File: src/rtl/sc8_pkg.sv
package sc8_pkg;
  localparam int INSTR_W = 16;
  localparam int DATA_W  = 8;
  localparam int FIELD_W = 4;
  localparam int BANK_DEPTH = 1 << FIELD_W;

  typedef enum logic [2:0] {
    OP_STORE = 3'b000,
    OP_LOAD  = 3'b001,
    OP_ADD   = 3'b010,
    OP_RSV3  = 3'b011,
    OP_RSV4  = 3'b100,
    OP_BEQ   = 3'b101,
    OP_RSV6  = 3'b110,
    OP_RSV7  = 3'b111
  } opcode_e;

  typedef struct packed {
    logic rf_we;
    logic rf_load;
    logic dm_we;
    logic dm_imm;
    logic is_beq;
  } ctrl_t;
endpackage

File: src/rtl/sc8_rst_sync.sv
module sc8_rst_sync (
  input  logic clk,
  input  logic rst_n,
  output logic rst_sync_n
);
  logic [1:0] stage_q;
  logic [1:0] stage_d;

  always_comb stage_d = {stage_q[0], 1'b1};

  always_ff @(posedge clk or negedge rst_n) begin
    if (!rst_n) stage_q <= '0;
    else        stage_q <= stage_d;
  end

  assign rst_sync_n = stage_q[1];
endmodule

File: src/rtl/sc8_decode.sv
module sc8_decode
  import sc8_pkg::*;
(
  input  logic [3:0] head_i,
  output ctrl_t      ctrl_o
);
  opcode_e op;
  assign op = opcode_e'(head_i[3:1]);

  always_comb begin
    ctrl_o = '0;
    unique case (op)
      OP_STORE: begin
        ctrl_o.dm_we  = 1'b1;
        ctrl_o.dm_imm = head_i[0];
      end
      OP_LOAD: begin
        ctrl_o.rf_we   = 1'b1;
        ctrl_o.rf_load = 1'b1;
      end
      OP_ADD:  ctrl_o.rf_we  = 1'b1;
      OP_BEQ:  ctrl_o.is_beq = 1'b1;
      default: ctrl_o = '0;
    endcase
  end
endmodule

File: src/rtl/sc8_bank.sv
module sc8_bank #(
  parameter int W     = 8,
  parameter int DEPTH = 16,
  parameter int NRD   = 2,
  localparam int AW   = $clog2(DEPTH)
) (
  input  logic              clk,
  input  logic              rst_n,
  input  logic              we_i,
  input  logic [AW-1:0]     waddr_i,
  input  logic [W-1:0]      wdata_i,
  input  logic [NRD*AW-1:0] raddr_i,
  output logic [NRD*W-1:0]  rdata_o
);
  logic [W-1:0] mem_q [DEPTH];
  logic [W-1:0] mem_d [DEPTH];

  always_comb begin
    mem_d = mem_q;
    if (we_i) mem_d[waddr_i] = wdata_i;
  end

  always_ff @(posedge clk or negedge rst_n) begin
    if (!rst_n) mem_q <= '{default: '0};
    else        mem_q <= mem_d;
  end

  for (genvar k = 0; k < NRD; k++) begin : g_rd
    assign rdata_o[k*W +: W] = mem_q[raddr_i[k*AW +: AW]];
  end
endmodule

File: src/rtl/sc8_pc.sv
module sc8_pc #(
  parameter int PC_W = 4,
  parameter int OFF_W = 4,
  localparam int SUM_W = (PC_W > OFF_W) ? PC_W : OFF_W
) (
  input  logic             clk,
  input  logic             rst_n,
  input  logic             step_i,
  input  logic             take_i,
  input  logic [OFF_W-1:0] off_i,
  output logic [PC_W-1:0]  pc_o
);
  logic [PC_W-1:0]  pc_q, pc_d;
  logic [SUM_W-1:0] off_ext;

  assign off_ext = SUM_W'(signed'(off_i));

  always_comb begin
    pc_d = pc_q;
    if (step_i)
      pc_d = PC_W'(SUM_W'(pc_q) + SUM_W'(1) + (take_i ? off_ext : '0));
  end

  always_ff @(posedge clk or negedge rst_n) begin
    if (!rst_n) pc_q <= '0;
    else        pc_q <= pc_d;
  end

  assign pc_o = pc_q;
endmodule

File: src/rtl/sc8_core.sv
module sc8_core
  import sc8_pkg::*;
#(
  parameter int IMEM_DEPTH = 16,
  parameter logic [IMEM_DEPTH*INSTR_W-1:0] ROM_IMAGE = {
    16'h0000, 16'h0000, 16'h0000, 16'h0000,
    16'h0000, 16'h0000, 16'h0000, 16'h0000,
    16'h0000, 16'h0000, 16'h0000, 16'h0203,
    16'h4312, 16'h2021, 16'h2010, 16'h1005},
  localparam int PC_W = $clog2(IMEM_DEPTH),
  localparam int FW   = FIELD_W
) (
  input  logic               clk,
  input  logic               rst_n,
  input  logic               exec_i,
  input  logic               src_ext_i,
  input  logic [INSTR_W-1:0] ext_instr_i,
  input  logic [FW-1:0]      dbg_addr_i,
  output logic [DATA_W-1:0]  dbg_data_o,
  output logic [INSTR_W-1:0] next_instr_o,
  output logic [PC_W-1:0]    pc_o
);
  logic               rst_sync_n;
  logic [INSTR_W-1:0] rom_w [IMEM_DEPTH];
  logic [INSTR_W-1:0] cur_instr;
  logic [FW-1:0]      f_hi, f_mid, f_lo;
  ctrl_t              ctrl;
  logic [DATA_W-1:0]  rf_a, rf_b, rf_c, dm_ld;
  logic               rf_we, dm_we, step, take;
  logic [FW-1:0]      rf_waddr;
  logic [DATA_W-1:0]  rf_wdata, dm_wdata;

  sc8_rst_sync u_rst (.clk(clk), .rst_n(rst_n), .rst_sync_n(rst_sync_n));

  for (genvar g = 0; g < IMEM_DEPTH; g++) begin : g_rom
    assign rom_w[g] = ROM_IMAGE[g*INSTR_W +: INSTR_W];
  end

  assign next_instr_o = rom_w[pc_o];
  assign cur_instr    = src_ext_i ? ext_instr_i : next_instr_o;
  assign f_hi  = cur_instr[11:8];
  assign f_mid = cur_instr[7:4];
  assign f_lo  = cur_instr[3:0];

  sc8_decode u_dec (.head_i(cur_instr[15:12]), .ctrl_o(ctrl));

  assign rf_we    = exec_i & ctrl.rf_we;
  assign rf_waddr = ctrl.rf_load ? f_mid : f_hi;
  assign rf_wdata = ctrl.rf_load ? dm_ld : DATA_W'(rf_b + rf_c);

  sc8_bank #(.W(DATA_W), .DEPTH(BANK_DEPTH), .NRD(3)) u_rf (
    .clk(clk), .rst_n(rst_sync_n),
    .we_i(rf_we), .waddr_i(rf_waddr), .wdata_i(rf_wdata),
    .raddr_i({f_lo, f_mid, f_hi}),
    .rdata_o({rf_c, rf_b, rf_a})
  );

  assign dm_we    = exec_i & ctrl.dm_we;
  assign dm_wdata = ctrl.dm_imm ? cur_instr[7:0] : rf_c;

  sc8_bank #(.W(DATA_W), .DEPTH(BANK_DEPTH), .NRD(2)) u_dm (
    .clk(clk), .rst_n(rst_sync_n),
    .we_i(dm_we), .waddr_i(f_hi), .wdata_i(dm_wdata),
    .raddr_i({dbg_addr_i, f_lo}),
    .rdata_o({dbg_data_o, dm_ld})
  );

  assign step = exec_i & ~src_ext_i;
  assign take = ctrl.is_beq & (rf_a == rf_b);

  sc8_pc #(.PC_W(PC_W), .OFF_W(FW)) u_pc (
    .clk(clk), .rst_n(rst_sync_n),
    .step_i(step), .take_i(take), .off_i(f_lo), .pc_o(pc_o)
  );
endmodule

File: config.mk
export PLATFORM = sky130hd
export DESIGN_NAME = sc8_core
export DESIGN_NICKNAME = d
export VERILOG_FILES = /design/src/rtl/sc8_pkg.sv /design/src/rtl/sc8_rst_sync.sv /design/src/rtl/sc8_decode.sv /design/src/rtl/sc8_bank.sv /design/src/rtl/sc8_pc.sv /design/src/rtl/sc8_core.sv
export SDC_FILE = /design/constraint.sdc
export NUM_CORES = 1
export LEC_CHECK = 0
export ABC_CLOCK_PERIOD_IN_PS = 18900
export CORE_ASPECT_RATIO = 0.8
export CORE_MARGIN = 2
export CORE_UTILIZATION = 45
export CTS_CLUSTER_DIAMETER = 30
export DETAILED_ROUTE_END_ITERATION = 8
export HOLD_SLACK_MARGIN = 0.15
export PLACE_DENSITY_LB_ADDON = 0.1
export SETUP_SLACK_MARGIN = 0.5
export SYNTH_ARGS = -nofsm -noshare
export SYNTH_HDL_FRONTEND = slang
export SYNTH_SLANG_ARGS = --single-unit
File: constraint.sdc
create_clock -name clk -period 18.9 [get_ports clk]
set_input_delay 4.725 -clock clk [delete_from_list [all_inputs] [get_ports clk]]
set_output_delay 4.725 -clock clk [all_outputs]
set_load 0.05 [all_outputs]
# After elaboration in Yosys (flattened, before gate mapping)
# Memories as Yosys holds them, arrays and structs flattened.
# Index checks and enable logic that the tools add are counted.
[op_classes]
add_sub_neg = 3
magnitude_cmp = 8
n_eq_ne = 4
muxes = 32
n_bitwise = 11
n_reduce_logical = 4
[ops]
columns = ["operator", "count"]
rows = [
  ["$bwmux W128", 2],
  ["$bmux W8 S4", 5],
  ["$mux W8", 14],
  ["$demux W8 S4", 2],
  ["$mux W16", 3],
  ["$ge A5 B5 Y1 const B", 6],
  ["$not A4 Y5", 6],
  ["$lt A5 B1 Y1 const B", 2],
  ["$add A8 B8 Y8", 1],
  ["$eq A8 B8 Y1", 1],
  ["$mux W4", 2],
  ["$add A4 B1 Y4 const B", 1],
  ["$add A4 B4 Y4", 1],
  ["$and A1 B1 Y1", 4],
  ["$eq A3 B1 Y1 const B", 1],
  ["$eq A3 B2 Y1 const B", 1],
  ["$eq A3 B3 Y1 const B", 1],
  ["$logic_not A3 Y1", 1],
  ["$mux W1", 3],
  ["$logic_and A1 B1 Y1", 2],
  ["$mux W2", 1],
  ["$reduce_or A2 Y1", 1],
  ["$not A1 Y1", 1],
]
[word_totals]
ff_bits = 262
rom_bits = 256
in_bits = 24
out_inout_bits = 28
wordCells = 97
memories = 1
[mem_list]
columns = ["memory", "depth", "width", "read_ports", "rd_clocked_by_memory_dff", "wr", "line_no", "rtl"]
rows = [
  ["(no name shown)", 16, 16, 1, 0, 0, "sc8_core.sv:39", "assign next_instr_o = rom_w[pc_o];"],
]

# Logic depth before layout (Yosys ltp)
# Gate-level depths: netlist (run 1).
[depth]
ltp_word = 14
ltp_mapped = 22
depth_no_buf = 18

# Hierarchy
# A second synthesis (run 1) with hierarchy kept.
[hier_totals]
hier_cells = 1118
hier_area_um2 = 15929.0
[modules_own_cells]
columns = ["mod", "n_inst", "cells_per_inst", "area_per_inst_um2", "seq_area_each_um2"]
rows = [
  ["sc8_bank (u_rf)", 1, 504, 7662.3, 3203.1],
  ["sc8_bank (u_dm)", 1, 435, 6851.6, 3203.1],
  ["sc8_core", 1, 144, 1042.2, 0.0],
  ["sc8_pc", 1, 26, 272.8, 100.1],
  ["sc8_rst_sync", 1, 3, 53.8, 50.0],
  ["sc8_decode", 1, 6, 46.3, 0.0],
]

# Least setup slack after synthesis (run 1)
# Ideal clock, no wire load.
[synth_timing]
kind = "input-to-output"
start = "input port dbg_addr_i[1]"
end = "output port dbg_data_o[0]"
t_arrival_ns = 6.694
required_time_ns = 14.175
setup_slack_ns = 7.481
cell_stages = 5
path_buffers = 3
path_cell_list = "clkbuf_1 -> clkbuf_1 -> clkbuf_1 -> mux4_2 -> mux4_2"
[synth_via]
elab_chain_cells = 4
[synth_lines]
columns = ["item", "line_no", "rtl"]
rows = [
  ["from (decl)", "sc8_core.sv:18", "input logic [FW-1:0] dbg_addr_i,"],
  ["$not A4 Y5 (not written as such)", "sc8_bank.sv:29", "assign rdata_o[k*W +: W] = mem_q[raddr_i[k*AW +: AW]];"],
  ["$bmux W8 S4", "sc8_bank.sv:29", ""],
  ["$mux W8 (not written as such) (2 in series)", "sc8_bank.sv:29", ""],
  ["to (decl)", "sc8_core.sv:19", "output logic [DATA_W-1:0] dbg_data_o,"],
]
# Every way passes these cells. The select of a mux whose other input is x is not followed.

# Worst setup path after layout (run 1)
[layout_timing]
start = "input port dbg_addr_i[0]"
end = "output port dbg_data_o[2]"
# Same word-level chain as after synthesis.

==> results of run 1 <==
-- cell usage in the layout (no fill, tap or decap), types with 8 or more instances in the layout --
cell / instances
a211oi_1: 30
a21oi_1: 231
a22oi_1: 20
a31oi_1: 11
and2_1: 13
and3_1: 21
buf_4: 54
bufinv_16: 12
clkbuf_16: 60
clkdlybuf4s50_1: 42
clkinvlp_4: 10
dfrtp_1: 261
ha_1: 13
inv_1: 33
inv_6: 12
mux2_2: 53
mux2i_1: 173
mux4_2: 74
nand2_1: 105
nand3_1: 17
nor2_1: 260
nor3_1: 14
o21ai_0: 25
o22ai_1: 14
xor2_1: 8
-- layout make-up --
class	instances	area, sq um	area share, %
multi-input combinational	1238	9175	47.05
sequential	262	6560	33.64
clock buffer	65	1560	8.000
timing repair buffer	99	840.8	4.311
clock inverter	47	639.4	3.278
tap	480	600.6	3.079
inverter	33	123.9	0.6351
antenna	1	2.502	0.01283
-- worst paths after layout --
check | startpoint | end | slack, ns | cells after the start
max reg2reg | u_pc.pc_o[0] | u_rf.mem_q[23] | 12.64 | 16
max | dbg_addr_i[0] | dbg_data_o[2] | 6.79 | 4
max in group asynchronous | rst_n | u_rst.stage_q[1] | 14.47 | 1
min reg2reg | u_rst.stage_q[0] | u_rst.stage_q[1] | 0.35 | 0
min in group asynchronous | u_rst.stage_q[1] | u_rf.mem_q[108] | 0.38 | 0
min | u_rst.stage_q[0] | u_rst.stage_q[1] | 0.35 | 0
-- kinds of logic (layout without fill, tap and decap cells) --
logic type	after synthesis	after routing	synth area share, %
xor gates and xnor gates	15	15	0.8375
other	2	8	0.04528
DFF	262	262	39.53
adders and majority gates	15	15	1.222
muxes	303	303	24.43
buffers and inverters	178	244	5.605
AOI/OAI and AO/OA	411	411	15.30
and+or+nand+nor	487	487	13.03
-- worst max-delay path: stages --
cell             delay, ns
buf_2                 0.81
mux4_2                0.62
mux4_2                0.49
clkdlybuf4s50_1       0.73
-- state kept, by name, indices dropped and copies added, names as in the netlist --
name,cells
u_dm.mem_q,128
u_pc.pc_o,4
u_rf.mem_q,128
u_rst.stage_q,2
-- power breakdown --
part	internal, mW	switching, mW
clock	0.765	0.367
sequential	0.804	0.254
combinational	0.677	0.968
-- per-layer routing --
metal,share of wire [%],vias to the layer above,wire length (um)
met4,2.2,0,1218
met1,45,6814,25300
met5,0,-,0
met3,11,94,6209
met2,42,661,23450
li1,-,6155,-
-- stage by stage --
step	worst slack (ns)	hold WS [ns]
finish	6.789	0.3502
global placement	6.777	0.3350
CTS	6.743	0.3504
detailed placement	6.746	0.3394
global route	6.619	0.3588
floorplan	7.481	0.3312
==> run metrics, run 1 <==
RSZ-0062 raised after global routing false; Core Rows 62; Tcrit/Tclk final 64.08%; min Tclk post-route 12.11 ns; Core Region 0.03607 sq mm; Crit Path Category in -> out; relative slew slack 12.19%; Hold Buf Count CTS 0; initial DRC count 1777; CP Capture Type primary output; postcts setup bufs 0; Post-synth EDFFs 0; number of distinct library cells after synthesis 80; top cells by area, synth dfrtp_1, mux2i_1, mux4_2; Hold Path Class reg -> reg; Inst Count DP between 2k and 2.5k; power per cell area ~200 mW/mm^2; GRT Util Overall 29.81%; Util after Layout roughly 54%; Fillers 3203; DIE AREA 0.03842 sq mm; clock root buffer master clkbuf_16; startpoint types primary input; Crit path arrival time 7.39 ns; Post-synth top cells nor2_1, dfrtp_1, a21oi_1, mux2i_1, nand2_1; nets 1732; antenna viol nets, final 0; Worst Tran Pin Value 1.317 ns; Die H roughly 180 um; GRT met2 Usage 41.96%; sequential element share of the synthesized area 39.53%; pin count of the biggest net entering global routing 76; CTS tree done; fmax just over 80 MHz; Synth Register Bits between 200 and 300; first-pass GRT wire length 85.59 mm; GR Util met1 between 40% and 50%; grt ovf 0; WL/cell 25.25 um; grt peak-use layer met1; fin cells between 2k and 2.5k; Final GP Congestion 0.9219; clock buffer depth 3; Design Area, Final roughly 0.02 sq mm; FFs w/ async S/R, synth 100.0%; vias in the first global route 13.49k; overall power 3.835 mW; drt via density a little over 6; clk slew on worst S/H paths 0.05 ns; wirelength, routed 56.17 mm; Initial Util 45.98%; CTS Sinks 262; status complete, no violations; area grow syn2layout 17.59%; htree depth 2; synthesized area per cell 9.913 sq um; Finish-stage setup viols 0; Crit Path Max Fanout 32; Post-Synthesis Cells between 1.5k and 2k; setup TNS 0 ns; synth warn 0; maximum vdd drop about 130 uV; leak pwr approximately 8.4 nW; layout cells sized above 1 19.04%; Synth Cell Area 0.01658 sq mm; initial antenna violation count 1; post-DP HPWL 36.77 mm; via count 13.72k; post-CTS resize count 0; Req. time, crit path roughly 14 ns; die width 218.6 um; max-cap viol count 0; cell taking the most area after synthesis dfrtp_1; Final Hold Vio Count 0; Post-DP Area 0.01730 sq mm; drt first pass iters 5; IO Port Bufs 45; Slew Limit Fails 0; met3 Use GR a little under 9%; I/O pins 52; Post-synth top flop dfrtp_1; Worst Clk Skew 0.02318 ns; most numerous cell in the Yosys netlist nor2_1; # DRC 0; Clk Latency, worst-skew pair 0.60 ns; CTS buffer count 59; share of the synthesized area in the top cell type 39.53%
No activity file was read; power rests on OpenSTA's default activity.
==> run 2, diff against run 1 <==
ABC_CLOCK_PERIOD_IN_PS = 10400   (was 18900)
clock period = 10.4 ns   (was 18.9 ns; I/O delays follow)
==> run 2 against run 1 <==
Compared with the run above:
- count of clock-buffer cells in the layout rose by 8
- global-route usage fell by 0.40 points
- register-to-register slack got worse by 8.5 ns
- final cell count fell by 0.31%
==> run metrics, run 2 (synthesis results as in run 1) <==
status complete, no violations; relative slew slack 9.691%; Finish-stage setup viols 0; GRT Util Overall 29.41%; pin count of the biggest net entering global routing 74; wirelength, routed 55.30 mm; WL/cell approximately 25 um; drt via density 6.156; vias in the first global route between 10k and 15k; grt ovf 0; clk slew on worst S/H paths around 0.04 ns; initial DRC count 1553; Initial Util 45.98%; area grow syn2layout 16.13%; clock buffer depth 3; CP Capture Type primary output; Crit Path Category in -> out; IO Port Bufs 45; CTS Sinks 262; leak pwr roughly 8.3 nW; Hold Buf Count CTS 0; die width 218.6 um; min Tclk post-route 7.815 ns; htree depth 2; fmax approximately 130 MHz; initial antenna violation count 1; first-pass GRT wire length approximately 85 mm; I/O pins 52; Tcrit/Tclk final 75.15%; nets 1728; startpoint types primary input; layout cells sized above 1 18.54%; most common cell after layout, fill and taps aside dfrtp_1; Die H ~180 um; setup TNS 0 ns; Final Hold Vio Count 0; Req. time, crit path 7.80 ns; DIE AREA about 0.038 sq mm; Core Region 0.03607 sq mm; Hold Path Class reg -> reg; Worst Tran Pin Value 1.355 ns; Crit Path Max Fanout 24; # DRC 0; Final GP Congestion 0.9471; Worst Clk Skew 0.01340 ns; antenna viol nets, final 0; via count 13.66k; drt first pass iters 6; clock root buffer master clkbuf_16; power per cell area 350.7 mW/mm^2; overall power roughly 6.8 mW; Crit path arrival time roughly 5.2 ns; post-CTS resize count 0; Core Rows between 60 and 70; RSZ-0062 raised after global routing false; Fillers 3196; Slew Limit Fails 0; CTS tree done; Clk Latency, worst-skew pair 0.58 ns; max-cap viol count 0; post-DP HPWL 37.46 mm; postcts setup bufs 0; maximum vdd drop around 180 uV; most frequent cells in the layout dfrtp_1, nor2_1, a21oi_1; CTS buffer count between 50 and 60
run 2: cell count changes in the layout (fill, tap and decap cells not counted), moves of 3 or more:
cell and delta:
inv_6 -3, clkinvlp_4 -5, bufinv_16 -9, buf_4 -4
clkbuf_8 +6, clkinv_4 +3, clkbuf_1 +3
run 2: report_power, final:
group / switching, mW / internal (mW)
combinational: 1.76 / 1.23
clock: 0.626 / 1.19
sequential: 0.484 / 1.46
total: 2.87 / 3.88
run 2: worst max-delay path, stage by stage:
cell             delay, ns
buf_2                 0.28
buf_4                 0.48
mux4_2                0.59
mux4_2                0.51
clkdlybuf4s50_1       0.72
run 2: layer usage:
layer,up-vias,part of all wire (%),wire (um),track usage (%)
li1,6139,-,-,-
met1,6733,46,25230,44.38
met2,654,41,22640,40.64
met3,129,10,5534,7.550
met4,0,3.4,1891,10.01
met5,-,0,0,0
run 2: final timing paths:
check | to | slack [ns] | depth (start not counted) | startpoint
hold / removal | u_rst.stage_q[1] | 0.35 | 0 | u_rst.stage_q[0]
setup / recovery | dbg_data_o[2] | 2.58 | 5 | dbg_addr_i[0]
setup reg to reg | u_rf.mem_q[78] | 4.17 | 20 | u_pc.pc_o[0]
max in group asynchronous | u_rst.stage_q[1] | 8.08 | 1 | rst_n
min in group asynchronous | u_rf.mem_q[62] | 0.39 | 0 | u_rst.stage_q[1]
hold reg to reg | u_rst.stage_q[1] | 0.35 | 0 | u_rst.stage_q[0]
run 2: per-stage QoR:
step                      instance area [sq um]  utilization (%)  instances  setup WS, ns  hold WS [ns]
final                                     19260            53.39       2218         2.585        0.3475
after global routing                      19260            53.39       2218         2.262        0.3552
after CTS                                 19260            53.39       2217         2.549        0.3524
after detailed placement                  17270            47.88       2108         2.174        0.3373
after global placement                    17270            47.88       2108         2.280        0.3340
after floorplan                           16600                -       1678         2.558        0.3312
run 2: cell type report:
type / count / area (sq um) / share of cell area, %
Multi-Input combinational cell: 1238 / 9175 / 47.64
Timing Repair Buffer: 95 / 810.8 / 4.210
Clock inverter: 36 / 357.8 / 1.858
Sequential cell: 262 / 6560 / 34.06
Tap cell: 480 / 600.6 / 3.118
Antenna cell: 1 / 2.502 / 0.01299
Clock buffer: 73 / 1629 / 8.458
Inverter: 33 / 123.9 / 0.6432
==> run 3, diff against run 2 <==
ABC_CLOCK_PERIOD_IN_PS = 7050   (was 10400)
clock period = 7.05 ns   (was 10.4 ns; I/O delays follow)
==> run 3 against run 2 <==
Compared with the run above:
- wire length up 4.7%
- die area is the same
- final cell count is 0.81% higher
- largest cell class unchanged
==> run metrics, run 3 (synthesis results as in run 1) <==
wirelength, routed between 50 and 60 mm; pin count of the biggest net entering global routing 159; setup TNS 0 ns; post-DP HPWL 39.39 mm; fmax 167.8 MHz; layout cells sized above 1 19.13%; Finish-stage setup viols 0; CTS Sinks between 200 and 300; reg-to-reg startpoint u_pc.pc_o[0]; switching share of power between 40 and 50%; clk slew on worst S/H paths about 0.05 ns; Core Region approximately 0.036 sq mm; antenna viol nets, final 0; worst-path cell chain clkdlybuf4s50_1, mux4_2, clkdlybuf4s50_1; Antenna Cells 0; clock root buffer master clkbuf_16; Clock Power Share a little over a quarter; WHS 0.2669 ns; Slowest Stage Delay on Critical Path roughly 1.1 ns; leak pwr between 8 and 9 nW; Switch Pwr 4.319 mW; startpoint types primary input; Initial Util 45.98%; Util after Layout 54.14%; CP Capture Type primary output; status complete, no violations; area grow syn2layout 17.76%; Slew Limit Fails 0; grt ovf 0; via count around 14k; Worst Clk Skew roughly 0.024 ns; Design Area, Final 0.01953 sq mm; initial DRC count 1485; nets 1747; Gate power share 44.3%; clock buffer depth 3; R2R cell count 16; vias in the first global route 13.46k; postcts setup bufs 0; die width 218.6 um; most frequent cells in the layout nor2_1, dfrtp_1, a21oi_1; drt first pass iters 6; Crit path arrival time 4.20 ns; CP max-delay cell clkdlybuf4s50_1; WL/cell 25.90 um; maximum vdd drop 320.0 uV; CTS buffer count 57; Final Hold Vio Count 0; GRT Util Overall 30.52%; Hold Path Class reg -> async; CTS tree done; min Tclk post-route 5.959 ns; Worst R2R End u_rf.mem_q[95]; first-pass GRT wire length approximately 87 mm; most common cell after layout, fill and taps aside nor2_1; IO Port Bufs 45; power per cell area 521.4 mW/mm^2; Clk Latency, worst-skew pair 0.60 ns; Crit Path Max Fanout 8; Req. time, crit path 5.29 ns; # DRC 0; post-CTS resize count 0; Crit Path Category in -> out; reg-to-reg slack, setup 1.79 ns; drt via density ~6.3; I/O pins 52; initial antenna violation count 0; internal power 5.865 mW; Post-DP Area 0.01750 sq mm; Seq pwr share 28.3%; Die H 175.7 um; relative slew slack 14.17%; most frequent CP cell clkdlybuf4s50_1; Hold Buf Count CTS 0; Core Rows 62; Final GP Congestion 0.9754; htree depth 2; DIE AREA 0.03842 sq mm; max-cap viol count 0; RSZ-0062 raised after global routing false; Tcrit/Tclk final around 85%; Worst Tran Pin Value 1.286 ns
run 3: power by group through the flow:
stage	clock (mW)	sequential [mW]	combinational, mW
after global routing	2.90	2.96	4.85
after CTS	2.82	2.85	4.45
final	2.79	2.88	4.51
after floorplan	0	2.63	3.25
after detailed placement	0	2.87	4.43
after global placement	0	2.86	4.38
run 3: per-layer routing:
layer | share of wire (%) | up-vias | GRT usage (%)
met5 | 0 | - | 0
met4 | 2.5 | 0 | 8.333
met3 | 9.2 | 117 | 5.645
met2 | 42 | 691 | 43.43
met1 | 47 | 7013 | 47.19
li1 | - | 6188 | -
run 3: worst max-delay path by stage:
stage                     cells past startpoint  slack, ns           start               to
after floorplan                              19       1.39       src_ext_i   u_rf.mem_q[95]
after global placement                       16       0.72  ext_instr_i[4]  u_rf.mem_q[111]
after CTS                                     3       1.07   dbg_addr_i[2]    dbg_data_o[7]
after global routing                         16       0.85  ext_instr_i[4]    u_rf.mem_q[7]
after detailed placement                     15       0.68       src_ext_i   u_rf.mem_q[95]
final                                         3       1.09   dbg_addr_i[2]    dbg_data_o[7]
run 3: stage by stage:
stage | setup slack, ns | power [mW] | std cells
after global placement | 0.7243 | 7.247 | 2129
after global routing | 0.8501 | 10.71 | 2236
final | 1.091 | 10.18 | 2236
after CTS | 1.067 | 10.13 | 2236
after detailed placement | 0.6753 | 7.296 | 2129
after floorplan | 1.388 | 5.886 | 1678
run 3: critical path, delay by kind of cell:
kind,cells,cell delay (ns)
buf+inv,2,1.77
mux,1,0.65
run 3: area by class of cell:
class	count	area, sq um
clock buffer	65	1496
timing repair buffer	116	1044
sequential	262	6560
multi-input combinational	1238	9169
tap	480	600.6
clock inverter	42	536.8
inverter	33	123.9
fill	3190	16540
